[config.mk]
export PLATFORM = sky130hd
export DESIGN_NAME = tmr_bus_frontend
export DESIGN_NICKNAME = d
export VERILOG_FILES = /design/src/rtl/tmr_bus_pkg.sv /design/src/rtl/tmr_cmd_decode.sv /design/src/rtl/tmr_chan_regs.sv /design/src/rtl/tmr_bus_frontend.sv
export SDC_FILE = /design/constraint.sdc
export NUM_CORES = 1
export LEC_CHECK = 0
export BUFFER_PORTS_ARGS = -buffer_cell sky130_fd_sc_hd__buf_2
export CAP_MARGIN = 20
export CORE_MARGIN = 1.5
export CORE_UTILIZATION = 63
export CTS_BUF_LIST = sky130_fd_sc_hd__clkbuf_8
export DETAILED_ROUTE_END_ITERATION = 8
export PLACE_DENSITY = 0.89
export SYNTH_ARGS = -nofsm -noshare
export SYNTH_HDL_FRONTEND = slang
export SYNTH_HIERARCHICAL = 1
export SYNTH_SLANG_ARGS = --single-unit
[constraint.sdc]
create_clock -name clk -period 2.8 [get_ports clk]
set_input_delay 0.14 -clock clk [delete_from_list [all_inputs] [get_ports clk]]
set_output_delay 0.14 -clock clk [all_outputs]
set_load 0.01 [all_outputs]
[src/rtl/tmr_bus_pkg.sv]
package tmr_bus_pkg;
    localparam int BYTE_W = 8;
    localparam int CNT_W  = 2 * BYTE_W;
    localparam int NUM_CH = 3;
    localparam int MODE_W = 3;

    typedef enum logic [1:0] {
        ACC_LATCH = 2'd0,
        ACC_LSB   = 2'd1,
        ACC_MSB   = 2'd2,
        ACC_WORD  = 2'd3
    } acc_e;

    typedef enum logic {
        SEQ_LOW  = 1'b0,
        SEQ_HIGH = 1'b1
    } seq_e;

    typedef enum logic [1:0] {
        HOLD_NONE = 2'd0,
        HOLD_LO   = 2'd1,
        HOLD_HI   = 2'd2,
        HOLD_LOHI = 2'd3
    } hold_e;
endpackage

[src/rtl/tmr_cmd_decode.sv]
module tmr_cmd_decode
    import tmr_bus_pkg::*;
(
    input  logic              wr_en,
    input  logic              rd_en,
    input  logic [1:0]        addr,
    input  logic [7:1]        cmd,
    output logic [NUM_CH-1:0] cfg_we,
    output logic [NUM_CH-1:0] cnt_latch,
    output logic [NUM_CH-1:0] sts_latch,
    output logic [NUM_CH-1:0] data_we,
    output logic [NUM_CH-1:0] data_re
);
    localparam logic [1:0] CTRL_ADDR = 2'd3;

    logic ctrl_wr;
    logic is_rb;
    assign ctrl_wr = wr_en && (addr == CTRL_ADDR);
    assign is_rb   = (cmd[7:6] == 2'b11);

    for (genvar i = 0; i < NUM_CH; i++) begin : g_dec
        logic sel_ch;
        logic rb_sel;
        assign sel_ch       = ctrl_wr && !is_rb && (cmd[7:6] == 2'(i));
        assign rb_sel       = ctrl_wr && is_rb && cmd[i+1];
        assign cfg_we[i]    = sel_ch && (cmd[5:4] != 2'b00);
        assign cnt_latch[i] = (sel_ch && (cmd[5:4] == 2'b00)) || (rb_sel && !cmd[5]);
        assign sts_latch[i] = rb_sel && !cmd[4];
        assign data_we[i]   = wr_en && (addr == 2'(i));
        assign data_re[i]   = rd_en && (addr == 2'(i));
    end
endmodule

[src/rtl/tmr_chan_regs.sv]
module tmr_chan_regs
    import tmr_bus_pkg::*;
(
    input  logic              clk,
    input  logic              rst_n,
    input  logic              cfg_we,
    input  logic              cnt_latch,
    input  logic              sts_latch,
    input  logic              data_we,
    input  logic              data_re,
    input  logic [BYTE_W-1:0] wdata,
    input  logic [CNT_W-1:0]  live_count,
    input  logic              out_level,
    output logic [MODE_W-1:0] mode,
    output logic [1:0]        access,
    output logic              bcd,
    output logic [CNT_W-1:0]  load_value,
    output logic              load_strobe,
    output logic [BYTE_W-1:0] rd_byte
);
    acc_e              acc_q, acc_d;
    logic [MODE_W-1:0] mode_q, mode_d;
    logic              bcd_q, bcd_d;
    seq_e              wr_seq_q, wr_seq_d;
    seq_e              rd_seq_q, rd_seq_d;
    hold_e             hold_q, hold_d;
    logic [BYTE_W-1:0] wr_first_q, wr_first_d;
    logic [CNT_W-1:0]  cnt_snap_q, cnt_snap_d;
    logic              sts_valid_q, sts_valid_d;
    logic [BYTE_W-1:0] sts_byte_q, sts_byte_d;
    logic [CNT_W-1:0]  load_val_q, load_val_d;
    logic              load_stb_q, load_stb_d;

    // next-state logic for all sequencers
    always_comb begin
        acc_d       = acc_q;
        mode_d      = mode_q;
        bcd_d       = bcd_q;
        wr_seq_d    = wr_seq_q;
        rd_seq_d    = rd_seq_q;
        hold_d      = hold_q;
        wr_first_d  = wr_first_q;
        cnt_snap_d  = cnt_snap_q;
        sts_valid_d = sts_valid_q;
        sts_byte_d  = sts_byte_q;
        load_val_d  = load_val_q;
        load_stb_d  = 1'b0;

        // read consumption: status, then snapshot, then live sequence
        if (data_re) begin
            if (sts_valid_q) begin
                sts_valid_d = 1'b0;
            end else if (hold_q != HOLD_NONE) begin
                unique case (hold_q)
                    HOLD_LOHI: hold_d = HOLD_HI;
                    HOLD_LO:   hold_d = HOLD_NONE;
                    HOLD_HI:   hold_d = HOLD_NONE;
                    HOLD_NONE: hold_d = HOLD_NONE;
                endcase
            end else if (acc_q == ACC_WORD) begin
                rd_seq_d = (rd_seq_q == SEQ_LOW) ? SEQ_HIGH : SEQ_LOW;
            end
        end

        // count assembly
        if (data_we) begin
            unique case (acc_q)
                ACC_LSB: begin
                    load_val_d = {{BYTE_W{1'b0}}, wdata};
                    load_stb_d = 1'b1;
                end
                ACC_MSB: begin
                    load_val_d = {wdata, {BYTE_W{1'b0}}};
                    load_stb_d = 1'b1;
                end
                ACC_WORD: begin
                    unique case (wr_seq_q)
                        SEQ_LOW: begin
                            wr_first_d = wdata;
                            wr_seq_d   = SEQ_HIGH;
                        end
                        SEQ_HIGH: begin
                            load_val_d = {wdata, wr_first_q};
                            load_stb_d = 1'b1;
                            wr_seq_d   = SEQ_LOW;
                        end
                    endcase
                end
                ACC_LATCH: ;
            endcase
        end

        // snapshot capture, only into an empty holder
        if (cnt_latch && hold_q == HOLD_NONE) begin
            cnt_snap_d = live_count;
            unique case (acc_q)
                ACC_LSB:   hold_d = HOLD_LO;
                ACC_MSB:   hold_d = HOLD_HI;
                ACC_WORD:  hold_d = HOLD_LOHI;
                ACC_LATCH: hold_d = HOLD_NONE;
            endcase
        end

        if (sts_latch && !sts_valid_q) begin
            sts_valid_d = 1'b1;
            sts_byte_d  = {out_level, 1'b0, acc_q, mode_q, bcd_q};
        end

        if (cfg_we) begin
            acc_d    = acc_e'(wdata[5:4]);
            mode_d   = wdata[3:1];
            bcd_d    = wdata[0];
            wr_seq_d = SEQ_LOW;
            rd_seq_d = SEQ_LOW;
        end
    end

    // state register
    always_ff @(posedge clk) begin
        if (!rst_n) begin
            acc_q       <= ACC_WORD;
            mode_q      <= '0;
            bcd_q       <= 1'b0;
            wr_seq_q    <= SEQ_LOW;
            rd_seq_q    <= SEQ_LOW;
            hold_q      <= HOLD_NONE;
            wr_first_q  <= '0;
            cnt_snap_q  <= '0;
            sts_valid_q <= 1'b0;
            sts_byte_q  <= '0;
            load_val_q  <= '0;
            load_stb_q  <= 1'b0;
        end else begin
            acc_q       <= acc_d;
            mode_q      <= mode_d;
            bcd_q       <= bcd_d;
            wr_seq_q    <= wr_seq_d;
            rd_seq_q    <= rd_seq_d;
            hold_q      <= hold_d;
            wr_first_q  <= wr_first_d;
            cnt_snap_q  <= cnt_snap_d;
            sts_valid_q <= sts_valid_d;
            sts_byte_q  <= sts_byte_d;
            load_val_q  <= load_val_d;
            load_stb_q  <= load_stb_d;
        end
    end

    // outputs
    always_comb begin
        if (sts_valid_q) begin
            rd_byte = sts_byte_q;
        end else if (hold_q != HOLD_NONE) begin
            rd_byte = (hold_q == HOLD_HI) ? cnt_snap_q[CNT_W-1:BYTE_W] : cnt_snap_q[BYTE_W-1:0];
        end else begin
            unique case (acc_q)
                ACC_MSB:  rd_byte = live_count[CNT_W-1:BYTE_W];
                ACC_WORD: rd_byte = (rd_seq_q == SEQ_HIGH) ? live_count[CNT_W-1:BYTE_W]
                                                           : live_count[BYTE_W-1:0];
                ACC_LSB:  rd_byte = live_count[BYTE_W-1:0];
                ACC_LATCH: rd_byte = live_count[BYTE_W-1:0];
            endcase
        end
    end

    assign mode        = mode_q;
    assign access      = acc_q;
    assign bcd         = bcd_q;
    assign load_value  = load_val_q;
    assign load_strobe = load_stb_q;

    // settings move only on a control word for this channel
    a_r2_cfg_hold: assert property (@(posedge clk) disable iff (!rst_n)
        !cfg_we |=> ($stable(mode_q) && $stable(acc_q) && $stable(bcd_q)));

    // a strobe is always the result of a data write one cycle earlier
    a_r3_strobe_after_write: assert property (@(posedge clk) disable iff (!rst_n)
        load_stb_q |-> $past(data_we));

    // the first byte of a word write loads nothing
    a_r5_first_byte_held: assert property (@(posedge clk) disable iff (!rst_n)
        (data_we && !cfg_we && acc_q == ACC_WORD && wr_seq_q == SEQ_LOW) |=> !load_stb_q);

    // an unread snapshot is never replaced
    a_r6_snapshot_hold: assert property (@(posedge clk) disable iff (!rst_n)
        (hold_q != HOLD_NONE && !data_re) |=> $stable(cnt_snap_q));

    // an unread status stays valid and unchanged
    a_r10_status_hold: assert property (@(posedge clk) disable iff (!rst_n)
        (sts_valid_q && !data_re) |=> (sts_valid_q && $stable(sts_byte_q)));
endmodule

[src/rtl/tmr_bus_frontend.sv]
module tmr_bus_frontend
    import tmr_bus_pkg::*;
(
    input  logic                     clk,
    input  logic                     rst_n,
    input  logic                     wr_en,
    input  logic                     rd_en,
    input  logic [1:0]               addr,
    input  logic [BYTE_W-1:0]        wdata,
    output logic [BYTE_W-1:0]        rdata,
    input  logic [NUM_CH*CNT_W-1:0]  live_count,
    input  logic [NUM_CH-1:0]        out_level,
    output logic [NUM_CH*MODE_W-1:0] ch_mode,
    output logic [NUM_CH*2-1:0]      ch_access,
    output logic [NUM_CH-1:0]        ch_bcd,
    output logic [NUM_CH*CNT_W-1:0]  load_value,
    output logic [NUM_CH-1:0]        load_strobe
);
    logic [NUM_CH-1:0] cfg_we, cnt_latch, sts_latch, data_we, data_re;
    logic [BYTE_W-1:0] rd_byte [NUM_CH];

    tmr_cmd_decode u_dec (
        .wr_en     (wr_en),
        .rd_en     (rd_en),
        .addr      (addr),
        .cmd       (wdata[7:1]),
        .cfg_we    (cfg_we),
        .cnt_latch (cnt_latch),
        .sts_latch (sts_latch),
        .data_we   (data_we),
        .data_re   (data_re)
    );

    for (genvar i = 0; i < NUM_CH; i++) begin : g_ch
        tmr_chan_regs u_ch (
            .clk         (clk),
            .rst_n       (rst_n),
            .cfg_we      (cfg_we[i]),
            .cnt_latch   (cnt_latch[i]),
            .sts_latch   (sts_latch[i]),
            .data_we     (data_we[i]),
            .data_re     (data_re[i]),
            .wdata       (wdata),
            .live_count  (live_count[i*CNT_W +: CNT_W]),
            .out_level   (out_level[i]),
            .mode        (ch_mode[i*MODE_W +: MODE_W]),
            .access      (ch_access[i*2 +: 2]),
            .bcd         (ch_bcd[i]),
            .load_value  (load_value[i*CNT_W +: CNT_W]),
            .load_strobe (load_strobe[i]),
            .rd_byte     (rd_byte[i])
        );
    end

    always_comb begin
        rdata = '0;
        for (int i = 0; i < NUM_CH; i++) begin
            if (addr == 2'(i)) rdata = rd_byte[i];
        end
    end

    // never more than one channel loads at once
    a_r3_strobe_onehot: assert property (@(posedge clk) disable iff (!rst_n)
        $onehot0(load_strobe));

    // read-back leaves every channel's settings alone
    a_r11_readback_keeps_cfg: assert property (@(posedge clk) disable iff (!rst_n)
        (wr_en && addr == 2'd3 && wdata[7:6] == 2'b11) |=>
        ($stable(ch_mode) && $stable(ch_access) && $stable(ch_bcd)));
endmodule

==> summary.md, run 1 <==
| Metric | Value |
|---|---|
| Async SR Flop Fraction | `0` |
| Max_cap viols | `0` |
| Dpl cells | `1274` |
| # setup viols final | `0` |
| Vias in the first global route | `7789` |
| WP buf/inv | `2` |
| Top-count cell post-synth | `dfxtp_1` |
| Netlist cell types | `48` |
| Crit path launch | `g_ch[2].u_ch/access[0]$_SDFFE_PN1P_` |
| Arr. time, crit path | `2.58 ns` |
| Worst Reg-to-Reg Cells | `5` |
| Final Hold Slack | `0.0452 ns` |
| Yosys reg bits | `177` |
| Die span in x | `120 um` |
| Leak | `3.84 nW` |
| Detailed Place HPWL | `16.0 mm` |
| Fin crit period | `2.72 ns` |
| Final Hold Fails | `0` |
| Critical path start-end classification | `flip-flop to output pin` |
| First-pass GRT wire length | `38.7 mm` |
| Tightest Hold Check Type | `input pin to flip-flop` |
| Area contributors post-synth | `dfxtp_1, a21oi_1, nand2_1` |
| Register area share after synthesis | `0.414` |
| CTS max path bufs | `2` |
| Cell row count | `42` |
| DR iter-0 viols | `1179` |
| Fill cell count | `948` |
| Met1 WL | `9.83 mm` |
| Multiplexer area fraction after synthesis | `0.0514` |
| Rel. slew slack | `0.366` |
| Synth warn | `6` |
| Worst path required time | `2.66 ns` |
| Status | `completed` |
| Die Y | `120 um` |
| Cell Count, Final, Fillers Out | `1358` |
| Initial antenna violation count | `0` |
| Clock transition at the registers of the reported paths | `0.10 ns` |
| Syn avg cell area | `8.32 um2` |
| Gr ovfl total | `0` |
| Top Family by Delay on Critical Path | `compound AO/OA/AOI/OAI gates` |
| RSZ-0062 raised after global routing | `no` |
| CTS sink count | `177` |
| Drt drc | `0` |
| Routed wire length per instance | `18.2 um` |
| Max H-tree Level | `4` |
| Worst Tran Pin Value | `0.950 ns` |
| Reg2Reg Setup Slack | `0.81 ns` |
| Num CTS Buffers | `17` |
| Share of the synthesized area in the top cell type | `0.414` |
| Worst path depth | `7` |
| Period utilisation layout | `0.973` |
| Net Count, Synth | `1109` |
| I/O Pins | `142` |
| Via count | `8490` |
| Top cells by count, synth | `dfxtp_1, a21oi_1, nand2_1` |
| CTS tree | `yes` |
| Top Metal Used | `met4` |
| Clk Latency, worst-skew pair | `0.47 ns` |
| Pins Over Slew Limit | `0` |
| Worst r2r src | `g_ch[1].u_ch/access[1]$_SDFFE_PN1P_` |
| Post-synth EDFFs | `0` |
| Placer congestion estimate | `0.960` |
| Max stage delay on crit path | `0.46 ns` |
| All-Layer GR Usage | `0.338` |
| CP Capture Type | `output pin` |
| Power Total | `0.00499 W` |
| DR WL met2 | `11.7 mm` |
| Simple-gate area share of the yosys netlist | `0.219` |
| Slowest cell on crit path | `dfxtp_1` |
| CP Max Fanout | `25` |
| Critical Path End | `rdata[7]` |
| Post-synthesis compound-gate area fraction | `0.222` |
| Initial Utilization | `0.647` |
| Root Buffer | `clkbuf_8` |
| Synthesis-to-finish area growth | `17.7%` |
| Cell taking the most area after synthesis | `dfxtp_1` |
| Crit path cell chain | `ha_1, buf_4, a21o_1, nand3_1, a41oi_1, o2bb2ai_1, buf_2` |
| Antenna viol nets, final | `0` |
| Via/cell ratio | `6.25` |
| Nets@finish | `1248` |
| First-pass iteration count of the detailed router | `7` |
| Fin Setup TNS | `0 ns` |
| CP startpoint kind | `flip-flop` |
| VDD IR max | `0.365 mV` |
| Post-Synthesis Cell Area | `8560 um2` |
| Total wire length | `24.8 mm` |
| Syn Inst Count | `1029` |
| Largest net degree at the start of global routing | `56` |
| Total die area | `14300 um2` |
| Top_reg_cell synth | `dfxtp_1` |
| Main combinational cell family by area after synthesis | `compound AO/OA/AOI/OAI gates` |
| Post-synthesis xor/xnor area fraction | `0` |
| Reg2reg end | `g_ch[1].u_ch/wr_first_q[2]$_SDFFE_PN0P_` |
| FMAX | `0.367 GHz` |
| Pwr per Cell Area | `495 nW/um2` |
| DR WL met3 | `2.51 mm` |
| Adder-cell area share of the yosys netlist | `0.0219` |
| Share of layout cells above drive strength 1 | `0.187` |
| Input/output buffers | `141` |
| Final clock skew | `0.0141 ns` |
| Core area | `13200 um2` |
## logic make-up after synthesis
kind of cell	count (synthesis)
AO/OA/AOI/OAI	308
buffers and inverters	119
multiplexers	44
adder cells (fa/ha/maj)	15
flip-flops	177
AND/OR/NAND/NOR	366
## final cells by class
cell class                 instances  area, um2  area share
multi-input combinational        733       4450       0.441
clock buffer                      19        262      0.0259
tap                              176        220      0.0218
inverter                          32        120      0.0119
antenna                            1       2.50    0.000248
sequential                       177       3540       0.352
clock inverter                    13        150      0.0149
timing repair buffer             207       1330       0.132
## worst register-to-register path, stage by stage (launching register included)
cell      delay, ns
dfxtp_1        0.43
ha_1           0.27
buf_4          0.28
nand3b_1       0.46
mux2i_1        0.33
nor2_1         0.06
## timing repair
action | 4_1_cts | 5_1_grt
setup buffers | 0 | 0
resized for setup | 2 | 9
endpoints found under the setup margin | 2 | 8
hold buffers | 51 | 0
endpoints found under the hold margin | 51 | 0
pin swaps | 0 | 1
## stage by stage
step	worst slack, ns	cell area [um2]	utilization
after floorplan	0.955	8560	-
after global placement	0.483	9120	0.689
after detailed placement	0.450	9120	0.689
after CTS	0.0265	10100	0.759
after global routing	0.00414	10100	0.761
final	0.0753	10100	0.761
## metal layers
layer	GRT usage	vias up
met2	0.546	498
li1	-	3947
met4	0.144	0
met5	0	-
met1	0.435	3972
met3	0.0784	73
## layout by cell type (no fill, tap or decap), drive strengths merged, types with 29 or more instances in the layout
| cell type | Yosys | final |
|---|---|---|
| nand2 | 162 | 162 |
| dlygate4sd3 | 0 | 51 |
| a21oi | 162 | 162 |
| nor3b | 29 | 29 |
| buf | 51 | 156 |
| o21ai | 33 | 33 |
| mux2i | 44 | 44 |
| dfxtp | 177 | 177 |
| nor2 | 47 | 47 |
| inv | 32 | 37 |
## worst min-delay path by stage
stage / end / slack [ns] / cells after the start / from
3_5_place_dp: g_ch[1].u_ch/cnt_snap_q[12]$_SDFFE_PN0P_ / 0.40 / 3 / live_count[28]
2_1_floorplan: g_ch[0].u_ch/access[0]$_SDFFE_PN1P_ / 0.24 / 1 / rst_n
3_3_place_gp: g_ch[1].u_ch/sts_byte_q[7]$_SDFFE_PN0P_ / 0.39 / 3 / out_level[1]
5_1_grt: g_ch[2].u_ch/access[1]$_SDFFE_PN1P_ / 0.02 / 2 / rst_n
4_1_cts: g_ch[2].u_ch/access[1]$_SDFFE_PN1P_ / 0.01 / 2 / rst_n
6_report: g_ch[2].u_ch/access[1]$_SDFFE_PN1P_ / 0.05 / 2 / rst_n
## registers in the layout (all words and copies together), names as in the netlist, 6 cells and up
register and flops:
g_ch.u_ch/hold_q 6, g_ch.u_ch/load_value 48, g_ch.u_ch/mode 9, g_ch.u_ch/sts_byte_q 21, g_ch.u_ch/wr_first_q 24, g_ch.u_ch/cnt_snap_q 48, g_ch.u_ch/access 6
## power by group
| part | internal, W | total (W) | switching [W] |
|---|---|---|---|
| Clock | 0.000857 | 0.00182 | 0.000964 |
| Combinational | 0.000237 | 0.000591 | 0.000355 |
| Sequential | 0.00255 | 0.00258 | 0.0000295 |
| Total | 0.00365 | 0.00499 | 0.00135 |
(Power assumes the default switching activity.)
==> inputs of run 2 (changes only) <==
Settings changed: PLACE_DENSITY 0.89 to not set, PLACE_DENSITY_LB_ADDON set to 0.25, SKIP_LAST_GASP set to 1.
==> summary.md, run 2 (synthesized netlist as in run 1, its figures left out) <==
| Metric | Value |
|---|---|
| Cell row count | `42` |
| Max_cap viols | `0` |
| Num CTS Buffers | `17` |
| Cell Count, Final, Fillers Out | `1358` |
| Clock transition at the registers of the reported paths | `0.09 ns` |
| Synthesis-to-finish area growth | `18.0%` |
| Pins Over Slew Limit | `0` |
| CP Capture Type | `output pin` |
| Final clock skew | `0.0110 ns` |
| Top Family by Delay on Critical Path | `compound AO/OA/AOI/OAI gates` |
| Total die area | `14300 um2` |
| Fin Setup TNS | `0 ns` |
| Critical path start-end classification | `flip-flop to output pin` |
| Most frequent cells in the layout | `dfxtp_1, a21oi_1, nand2_1` |
| DR iter-0 viols | `853` |
| CTS tree | `yes` |
| Placed inst area | `9160 um2` |
| Setup slack at placement | `0.411 ns` |
| # setup viols final | `0` |
| WP buf/inv | `1` |
| Total wire length | `24.7 mm` |
| Power Total | `0.00494 W` |
| Clk Latency, worst-skew pair | `0.46 ns` |
| Initial Utilization | `0.647` |
| Initial antenna violation count | `1` |
| CP Max Fanout | `10` |
| Via/cell ratio | `6.12` |
| Max H-tree Level | `4` |
| Worst path required time | `2.66 ns` |
| Rel. slew slack | `0.367` |
| Fill cell count | `993` |
| CTS sink count | `177` |
| Dpl cells | `1279` |
| Status | `completed` |
| RSZ-0062 raised after global routing | `no` |
| First-pass GRT wire length | `39.0 mm` |
| VDD IR max | `0.472 mV` |
| Die Y | `120 um` |
| I/O Pins | `142` |
| Final worst-path setup slack | `0.0868 ns` |
| Arr. time, crit path | `2.57 ns` |
| Max stage delay on crit path | `0.61 ns` |
| Input/output buffers | `141` |
| Gr ovfl total | `0` |
| First-pass iteration count of the detailed router | `6` |
| Leak | `3.85 nW` |
| Fin crit period | `2.71 ns` |
| Antenna viol nets, final | `0` |
| Pwr per Cell Area | `489 nW/um2` |
| Detailed Place HPWL | `16.3 mm` |
| Leading cell type in the layout, fill and taps excluded | `dfxtp_1` |
| Largest net degree at the start of global routing | `56` |
| Worst Tran Pin Value | `0.949 ns` |
| Die span in x | `120 um` |
| FMAX | `0.369 GHz` |
| Via count | `8305` |
| All-Layer GR Usage | `0.340` |
| Root Buffer | `clkbuf_8` |
| Reg2Reg Setup Slack | `0.84 ns` |
| Share of layout cells above drive strength 1 | `0.188` |
| Crit path cell chain | `nor2b_1, a221oi_1, a32oi_1, mux2i_1, o2bb2ai_1, buf_2` |
| Final Hold Fails | `0` |
| Placer congestion estimate | `0.921` |
| CTS max path bufs | `2` |
| Slowest cell on crit path | `dfxtp_1` |
| Tightest Hold Check Type | `input pin to flip-flop` |
| Vias in the first global route | `7674` |
| Routed wire length per instance | `18.2 um` |
| Non-Filler Cell Area, Final | `10100 um2` |
| CP startpoint kind | `flip-flop` |
| Period utilisation layout | `0.969` |
| Core area | `13200 um2` |
| Drt drc | `0` |
| Nets@finish | `1253` |
run 2: stage by stage:
stage	hold slack [ns]	util
6_report	0.0537	0.763
5_1_grt	0.0355	0.763
4_1_cts	0.0202	0.760
3_5_place_dp	0.402	0.692
3_3_place_gp	0.401	0.692
2_1_floorplan	0.239	-
run 2: final timing paths:
path                                              endpoint                                    start  cells past startpoint
hold reg to reg    g_ch[0].u_ch/sts_byte_q[4]$_SDFFE_PN0P_  g_ch[0].u_ch/sts_byte_q[4]$_SDFFE_PN0P_                      2
hold / removal    g_ch[1].u_ch/load_value[13]$_SDFFE_PN0P_                                 wdata[5]                      3
setup reg to reg   g_ch[0].u_ch/wr_first_q[3]$_SDFFE_PN0P_      g_ch[0].u_ch/access[1]$_SDFFE_PN1P_                      5
setup / recovery                                  rdata[0]      g_ch[1].u_ch/hold_q[1]$_SDFFE_PN0P_                      6
run 2: layout make-up:
class                      count  area (um2)  area share
inverter                      32         120      0.0119
tap                          176         220      0.0218
sequential                   177        3550       0.351
clock inverter                 8         118      0.0116
clock buffer                  19         262      0.0259
antenna                        1        2.50    0.000248
multi-input combinational    733        4470       0.442
timing repair buffer         212        1370       0.135
run 2: routing by layer:
metal | track usage | vias to the layer above | routed length (um)
li1 | - | 3938 | -
met1 | 0.462 | 3930 | 10600
met2 | 0.554 | 402 | 11700
met3 | 0.0632 | 35 | 1960
met4 | 0.0982 | 0 | 484
met5 | 0 | - | 0
run 2: repair_timing:
item,CTS,global route
buffers inserted,0,0
hold buffers,51,0
endpoints found under the hold margin,51,0
endpoints found under the setup margin,6,8
resized for setup,3,11
run 2: tightest hold or removal path, stage by stage:
cell     delay, ns
buf_2         0.17
nand4_1       0.09
a21oi_1       0.06
run 2: power by group:
| group | total, W | switching, W | internal (W) |
|---|---|---|---|
| registers | 0.00258 | 0.0000283 | 0.00255 |
| logic | 0.000598 | 0.000358 | 0.000240 |
| clock network | 0.00176 | 0.000863 | 0.000897 |
